--- src/rtl/rtc_trim_pkg.sv ---
package rtc_trim_pkg;

  localparam int MATCH_W      = 19;
  localparam int MATCH_LSB    = 0;
  localparam int MODE_LSB     = 19;
  localparam int VALID_BIT    = 23;
  localparam int TRIM_DIR_BIT = 24;
  localparam int TRIM_REQ_BIT = 25;

  typedef enum logic [1:0] {
    CORR_OFF0    = 2'd0,
    CORR_OFF1    = 2'd1,
    CORR_SWALLOW = 2'd2,
    CORR_INSERT  = 2'd3
  } corr_mode_e;

  typedef struct packed {
    logic               valid;
    corr_mode_e         mode;
    logic [MATCH_W-1:0] match;
  } period_cfg_t;

  // Advance of the coarse stage at a fine-stage boundary:
  // nominal 1, lengthened period 0, zero-length period 2.
  function automatic logic [1:0] coarse_step(logic wrap, logic pend, logic lengthen);
    if (!wrap)    return 2'd0;
    if (!pend)    return 2'd1;
    if (lengthen) return 2'd0;
    return 2'd2;
  endfunction

  function automatic logic corr_enabled(period_cfg_t c);
    return c.valid && c.mode[1];
  endfunction

endpackage

--- src/rtl/rtc_trim_cfg.sv ---
module rtc_trim_cfg
  import rtc_trim_pkg::*;
(
  input  logic        clk,
  input  logic        rst_n,
  input  logic        cfg_we,
  input  logic [31:0] cfg_wdata,
  input  logic        trim_taken,
  output period_cfg_t pcfg,
  output logic        trim_pend,
  output logic        trim_lengthen,
  output logic        restart
);

  logic unused_bits;
  assign unused_bits = ^{cfg_wdata[31:26], cfg_wdata[22:21]};

  assign restart = cfg_we;

  always_ff @(posedge clk) begin
    if (!rst_n) begin
      pcfg          <= '0;
      trim_pend     <= 1'b0;
      trim_lengthen <= 1'b0;
    end else if (cfg_we) begin
      pcfg.valid    <= cfg_wdata[VALID_BIT];
      pcfg.mode     <= corr_mode_e'(cfg_wdata[MODE_LSB +: 2]);
      pcfg.match    <= cfg_wdata[MATCH_LSB +: MATCH_W];
      trim_pend     <= cfg_wdata[TRIM_REQ_BIT];
      trim_lengthen <= cfg_wdata[TRIM_DIR_BIT];
    end else if (trim_taken) begin
      trim_pend     <= 1'b0;
    end
  end

endmodule

--- src/rtl/rtc_trim_divider.sv ---
module rtc_trim_divider
  import rtc_trim_pkg::*;
#(
  parameter int LO_W = 8,
  parameter int HI_W = 7
) (
  input  logic clk,
  input  logic rst_n,
  input  logic tick_en,
  input  logic trim_pend,
  input  logic trim_lengthen,
  output logic fine_wrap,
  output logic trim_taken,
  output logic sec_evt
);

  localparam int SUM_W = HI_W + 1;
  localparam logic [LO_W-1:0] LO_MAX = {LO_W{1'b1}};

  logic [LO_W-1:0]  lo_q;
  logic [HI_W-1:0]  hi_q;
  logic [1:0]       step;
  logic [SUM_W-1:0] hi_sum;

  assign fine_wrap  = tick_en && (lo_q == LO_MAX);
  assign step       = coarse_step(fine_wrap, trim_pend, trim_lengthen);
  assign hi_sum     = {1'b0, hi_q} + SUM_W'(step);
  assign sec_evt    = hi_sum[HI_W];
  assign trim_taken = fine_wrap && trim_pend;

  always_ff @(posedge clk) begin
    if (!rst_n) begin
      lo_q <= '0;
      hi_q <= '0;
    end else if (tick_en) begin
      lo_q <= lo_q + LO_W'(1);
      if (fine_wrap) hi_q <= hi_sum[HI_W-1:0];
    end
  end

endmodule

--- src/rtl/rtc_trim_corrector.sv ---
module rtc_trim_corrector
  import rtc_trim_pkg::*;
(
  input  logic        clk,
  input  logic        rst_n,
  input  logic        sec_evt,
  input  logic        restart,
  input  period_cfg_t pcfg,
  output logic        corr_hit,
  output logic        sec_tick,
  output logic        extra_tick,
  output logic        skip_tick
);

  logic [MATCH_W-1:0] ival_q;
  logic               corr_on;
  logic               do_swallow;
  logic               do_insert;
  logic               dbl_q;

  assign corr_on    = corr_enabled(pcfg);
  assign corr_hit   = sec_evt && corr_on && (ival_q == pcfg.match);
  assign do_swallow = corr_hit && (pcfg.mode == CORR_SWALLOW);
  assign do_insert  = corr_hit && (pcfg.mode == CORR_INSERT);

  always_ff @(posedge clk) begin
    if (!rst_n) begin
      ival_q     <= '0;
      dbl_q      <= 1'b0;
      sec_tick   <= 1'b0;
      extra_tick <= 1'b0;
      skip_tick  <= 1'b0;
    end else begin
      if (restart)
        ival_q <= '0;
      else if (sec_evt && corr_on)
        ival_q <= corr_hit ? '0 : ival_q + MATCH_W'(1);
      dbl_q      <= do_insert;
      sec_tick   <= (sec_evt && !do_swallow) || dbl_q;
      extra_tick <= dbl_q;
      skip_tick  <= do_swallow;
    end
  end

endmodule

--- src/rtl/rtc_trim_prescaler.sv ---
module rtc_trim_prescaler
  import rtc_trim_pkg::*;
#(
  parameter int LO_W = 8,
  parameter int HI_W = 7
) (
  input  logic        clk,
  input  logic        rst_n,
  input  logic        tick_en,
  input  logic        cfg_we,
  input  logic [31:0] cfg_wdata,
  output logic        sec_tick,
  output logic        extra_tick,
  output logic        skip_tick
);

  period_cfg_t pcfg;
  logic        trim_pend;
  logic        trim_lengthen;
  logic        trim_taken;
  logic        restart;
  logic        fine_wrap;
  logic        sec_evt;
  logic        corr_hit;
  logic        cfg_valid;
  logic [1:0]  cfg_mode;

  assign cfg_valid = pcfg.valid;
  assign cfg_mode  = pcfg.mode;

  rtc_trim_cfg u_cfg (
    .clk           (clk),
    .rst_n         (rst_n),
    .cfg_we        (cfg_we),
    .cfg_wdata     (cfg_wdata),
    .trim_taken    (trim_taken),
    .pcfg          (pcfg),
    .trim_pend     (trim_pend),
    .trim_lengthen (trim_lengthen),
    .restart       (restart)
  );

  rtc_trim_divider #(.LO_W(LO_W), .HI_W(HI_W)) u_div (
    .clk           (clk),
    .rst_n         (rst_n),
    .tick_en       (tick_en),
    .trim_pend     (trim_pend),
    .trim_lengthen (trim_lengthen),
    .fine_wrap     (fine_wrap),
    .trim_taken    (trim_taken),
    .sec_evt       (sec_evt)
  );

  rtc_trim_corrector u_corr (
    .clk        (clk),
    .rst_n      (rst_n),
    .sec_evt    (sec_evt),
    .restart    (restart),
    .pcfg       (pcfg),
    .corr_hit   (corr_hit),
    .sec_tick   (sec_tick),
    .extra_tick (extra_tick),
    .skip_tick  (skip_tick)
  );

endmodule

--- config.mk ---
export PLATFORM = sky130hd
export DESIGN_NAME = rtc_trim_prescaler
export DESIGN_NICKNAME = d
export VERILOG_FILES = /design/src/rtl/rtc_trim_pkg.sv /design/src/rtl/rtc_trim_cfg.sv /design/src/rtl/rtc_trim_divider.sv /design/src/rtl/rtc_trim_corrector.sv /design/src/rtl/rtc_trim_prescaler.sv
export SDC_FILE = /design/constraint.sdc
export NUM_CORES = 1
export LEC_CHECK = 0
export CORE_ASPECT_RATIO = 0.75
export CORE_MARGIN = 1
export CORE_UTILIZATION = 65
export DETAILED_ROUTE_END_ITERATION = 10
export DONT_BUFFER_PORTS = 1
export PLACE_DENSITY = 0.84
export RECOVER_POWER = 100
export SLEW_MARGIN = 20
export SYNTH_ARGS = -nofsm -noshare
export SYNTH_HDL_FRONTEND = slang
export SYNTH_SLANG_ARGS = --single-unit
--- constraint.sdc ---
create_clock -name clk -period 9.2 [get_ports clk]
set_input_delay 1.84 -clock clk [delete_from_list [all_inputs] [get_ports clk]]
set_output_delay 1.84 -clock clk [all_outputs]
set_load 0.05 [all_outputs]
* Yosys cells after proc, flatten, opt, wreduce, memory -nomap -nowiden
Index checks and enable logic that the tools add are counted.
Storage, ports and cells: register bits after elaboration 62, input bits 36, output and inout port bits 3
Operators by class: $add $sub $neg 3, equality and inequality tests 4, multiplexer cells 14, bitwise operators 1, reductions and logical operators 13
Operators with widths (count):
- adder 19 x 1 -> 19 bit, second input constant | 1
- equality test 19 bit | 1
- 2-to-1 mux 19 bit | 1
- 2-to-1 mux 2 bit | 6
- adder 7 x 2 -> 8 bit | 1
- adder 8 x 1 -> 8 bit, second input constant | 1
- equality test 8 bit, second input constant | 1
- logical AND 1 bit | 8
- 2-to-1 mux 1 bit | 7
- equality test 2 bit, second input constant | 2
- AND reduction 2 bit | 1
- nonzero test 2 bit | 1
- OR reduction 2 bit | 1
- logical NOT 1 bit | 1
- logical OR 1 bit | 1
- NOT 1 bit | 1

* Depth between registers and ports, before layout
word-level depth 15, depth in mapped cells 12, gate-level depth less buffers 11

* Cells and area by module
From an unflattened synthesis, not the netlist that was laid out.
Second synthesis, totals: cell total of the unflattened synthesis 329, area, all modules 3169.3 µm²
By module, submodules not included:
- rtc_trim_corrector | instances 1, cells an instance 164, area an instance 1435.1 µm², seq. area each 460.4 µm²
- rtc_trim_cfg | instances 1, cells an instance 78, area an instance 939.7 µm², seq. area each 480.5 µm²
- rtc_trim_divider | instances 1, cells an instance 87, area an instance 794.5 µm², seq. area each 300.3 µm²

* Least setup slack after synthesis
Ideal clock, no wire load.
path kind input port to flip-flop, start point input tick_en, end point register u_corr.ival_q[10], library setup time 114 ps, arrival 4217 ps, required time 9086 ps, setup slack 4868 ps, stages 12, buffers on the path 4, cells stage by stage clkbuf_2 nand4_1 or3_1 clkbuf_1 nor2_1 ha_1 a21oi_1 or3_1 buf_2 o311ai_4 buf_6 nor2_1
On the way: cells in the longest elaborated chain, start to end 6
Ends and longest elaborated chain:
- start: declaration | line rtc_trim_prescaler.sv:9 | input logic tick_en,
- logical AND 1 bit (*) | line rtc_trim_divider.sv:25 | assign fine_wrap = tick_en && (lo_q == LO_MAX);
- 2-to-1 mux 2 bit (*) | line rtc_trim_pkg.sv:27 | if (!pend) return 2'd1;
- adder 7 x 2 -> 8 bit (*) | line rtc_trim_divider.sv:27 | assign hi_sum = {1'b0, hi_q} + SUM_W'(step);
- logical AND 1 bit (*) | line rtc_trim_corrector.sv:22, rtc_trim_corrector.sv:36
- logical AND 1 bit | line rtc_trim_corrector.sv:22 | assign corr_hit = sec_evt && corr_on && (ival_q == pcfg.match);
- 2-to-1 mux 19 bit | line rtc_trim_corrector.sv:37 | ival_q <= corr_hit ? '0 : ival_q + MATCH_W'(1);
- end signal: assignment | line rtc_trim_corrector.sv:37
- end: declaration | line rtc_trim_corrector.sv:15 | logic [MATCH_W-1:0] ival_q;
Mark *: on every way between the ends. The rest lies on a longest branch, timed or not. A chain may end at the register's enable or synchronous reset.

* Worst setup path after layout
start point input tick_en, end point register u_corr.ival_q[18]
The elaborated chain is that of the path after synthesis.

==> impl_summary.log <==
[metrics] Clk Latency, worst-skew pair: 0.35 ns
[metrics] min Tclk post-route: 4.41 ns
[metrics] most frequent cells in the layout: dfxtp_1, xor2_1, mux2i_1, nor2b_1, nor2_1
[metrics] total core area: 4130 µm²
[metrics] Post-Syn Nets: 334
[metrics] startpoint of the most critical hold path: u_corr.dbl_q$_SDFF_PN0_
[metrics] final-report max-slew violation count: 0
[metrics] endpoint of the lowest-slack register-to-register path: u_corr.ival_q[18]$_SDFFE_PP0P_
[metrics] post-cts hold buffer count: 0
[metrics] largest voltage drop on the vdd net: 126 µV
[metrics] skew final: 0.00597 ns
[metrics] relative area change from synthesis to final layout: 6.75%
[metrics] utilization of the core after routing: 73.8%
[metrics] startpoint type of the worst setup path: input port
[metrics] EDFF count, synth: 0
[metrics] Post-CTS Setup Bufs: 0
[metrics] CTS sink cnt: 62
[metrics] crit-path max FO: 19
[metrics] placement-stage worst setup slack: 4.50 ns
[metrics] dominant synthesized flop cell: dfxtp_1
[metrics] clock transition time at the flip-flop clock pins of the worst setup and hold paths: 0.06 ns
[metrics] pin count of the biggest net entering global routing: 45
[metrics] sequential share of the synthesized area: 43.5%
[metrics] Row Count: 20
[metrics] global-route total usage across every layer: 25.0%
[metrics] detailed placer's ending HPWL: 3.50 mm
[metrics] via density per instance: 5.75
[metrics] required time of the worst setup path: 9.40 ns
[metrics] count of fill cells added during filler insertion: 308
[metrics] cts bufs inserted: 9
[metrics] y dimension of the die: 59.4 µm
[metrics] Power Density: 173 nW/µm²
[metrics] commonest non-fill, non-tap cell in the layout: dfxtp_1
[metrics] Resize count post-CTS: 0
[metrics] Antenna Diode Count: 0
[metrics] proportion of synthesized flip-flops having asynchronous set or reset: 0%
[metrics] max-capacitance violation count: 0
[metrics] router iterations before antenna repair: 4
[metrics] CP startpoint: tick_en
[metrics] worst hold path depth: 1
[metrics] unrepaired setup endpoints after global routing: no
[metrics] Top-Level Pins: 39
[metrics] number of design-rule violations left by the first detailed-router iteration: 138
[metrics] Initial Utilization: 69.1%
[metrics] multi-input logic area: 1530 µm²
[metrics] Syn. warnings: 0
[metrics] layout cell share with drive strength beyond 1: 6.12%
[metrics] Final nets: 331
[metrics] Max clock buf depth: 2
[metrics] Power Total: 0.527 mW
[metrics] Worst Hold Slack: 0.471 ns
[metrics] total negative setup slack: 0 ns
[metrics] clock tree from TritonCTS: done
[metrics] depth of the worst register-to-register path: 10
[metrics] Tightest Pin Transition: 0.808 ns
[metrics] wire length per cell after detailed routing: 14.6 µm
[metrics] netlist area before placement: 2850 µm²
[metrics] clock root buffer: clkbuf_8
[metrics] Leak: 1.28 nW
[metrics] average footprint of a synthesized cell: 9.74 µm²
[metrics] sort of element at the end of the critical path: register
[metrics] cell area reported after detailed placement: 2860 µm²
[metrics] die outline area: 4660 µm²
[metrics] unique cell type count in the Yosys netlist: 37
[metrics] number of global-route vias before repair: 1,837
[metrics] worst min path class: register to register
[metrics] Hold Path End: u_corr.sec_tick$_SDFF_PN0_
[metrics] Die Wd: 78.5 µm
[metrics] total via count after detailed routing: 2,007
[metrics] Total Wirelength: 5.09 mm
[metrics] count of final hold-check violations: 0
[metrics] maximum clock frequency: 227 MHz
[metrics] worst setup slack for register-to-register paths: 5.77 ns
[metrics] final setup vio count: 0
[metrics] start-to-end type of the worst setup path: input port to register
[metrics] final cell count without fillers: 349
[metrics] final antenna-violating net count: 0
[metrics] run status: finished, final reports clean
[metrics] placer congestion estimate: 0.808
[metrics] arrival time worst endpoint: 4.60 ns
[metrics] global-route wire length before repair: 8.51 mm
[metrics] H-tree depth: 3
[metrics] worst reg2reg startpoint: u_div.lo_q[0]$_SDFFE_PN0P_
[metrics] PortBufs: 0
[metrics] instance count of the mapped netlist: 293
[metrics] total overflow reported by the global router: 0
[metrics] Max-Slew Margin vs Limit: 46.0%
[metrics] sequential cell area: 1240 µm²
[metrics] Post-Place Cells: 334
[metrics] DR DRC count: 0
[metrics] number of antenna violations at the first check in global routing: 0
[metrics] PnR worst setup slack: 4.79 ns
[metrics] share of the clock period used by the worst path: 47.9%
[metrics] count of state elements after synthesis: 62
[metrics] post-route design area: 3050 µm²
[state kept, by name, summed over array words and instances, names as in the netlist]
| signal | cells |
|---|---|
| u_corr.skip_tick | 1 |
| u_corr.dbl_q | 1 |
| u_cfg.pcfg | 22 |
| u_corr.extra_tick | 1 |
| u_corr.sec_tick | 1 |
| u_corr.ival_q | 19 |
| u_div.lo_q | 8 |
| u_cfg.trim_lengthen | 1 |
| u_cfg.trim_pend | 1 |
| u_div.hi_q | 7 |
[critical path, stage by stage]
cell and delay (ns):
nand4_1 0.15, nor3_1 0.55, nand3b_1 0.24, inv_1 0.10
ha_1 0.12, a21oi_1 0.16, or3_1 0.55, o311ai_4 0.76
nor2_1 0.13
[logic make-up after synthesis]
family,Yosys count,synth area share [%]
AOI/OAI and AO/OA,11,3.33
xor gates and xnor gates,47,14.4
adders and majority gates,5,2.46
buffers and inverters,18,2.72
DFF,62,43.5
muxes,25,8.77
and+or+nand+nor,125,24.8
[worst max-delay path by stage]
stage / cells past startpoint / to / slack [ns]
3_5_place_dp: 9 / u_corr.ival_q[18]$_SDFFE_PP0P_ / 4.50
6_report: 9 / u_corr.ival_q[18]$_SDFFE_PP0P_ / 4.79
2_1_floorplan: 12 / u_corr.ival_q[10]$_SDFFE_PP0P_ / 4.87
3_3_place_gp: 9 / u_corr.ival_q[5]$_SDFFE_PP0P_ / 4.55
4_1_cts: 9 / u_corr.ival_q[18]$_SDFFE_PP0P_ / 4.80
5_1_grt: 9 / u_corr.ival_q[16]$_SDFFE_PP0P_ / 4.62
[per-layer routing]
metal | track usage, % | wire length [µm] | vias to the layer above
li1 | - | - | 986
met4 | 9.79 | 90 | 0
met5 | 0 | 0 | -
met3 | 11.4 | 363 | 13
met1 | 32.9 | 2520 | 948
met2 | 36.0 | 2120 | 60
[power by group]
| part | switching (mW) | total, mW | internal, mW |
|---|---|---|---|
| clock network | 0.0964 | 0.222 | 0.126 |
| logic | 0.00946 | 0.0229 | 0.0135 |
| registers | 0.00616 | 0.282 | 0.276 |
| total | 0.112 | 0.527 | 0.415 |
[layout make-up]
cell class | instances | area share [%]
multi-input cells | 213 | 50.4
flip-flops and latches | 62 | 40.8
clock buffers | 15 | 6.12
well taps | 55 | 2.26
inverters | 4 | 0.493
[cells in the mapped netlist (2+ instances only)]
cell type	number	share of area (%)
nand2_1	13	1.7
a21boi_0	3	0.79
or3_1	4	0.88
nand4_1	12	2.6
ha_1	4	1.8
inv_1	4	0.53
and4_1	3	0.92
nor4_1	4	0.88
nor2b_1	25	5.5
nor2_1	22	2.9
and2_1	12	2.6
o21ai_0	2	0.35
a21oi_1	2	0.35
clkbuf_1	10	1.3
nand3_1	11	1.9
dfxtp_1	62	44
mux2i_1	25	8.8
nand3b_1	2	0.53
xnor2_1	8	2.5
xor2_1	39	12
nor3_1	6	1.1
and3_1	5	1.1
Power figures use the tool's default switching activity.
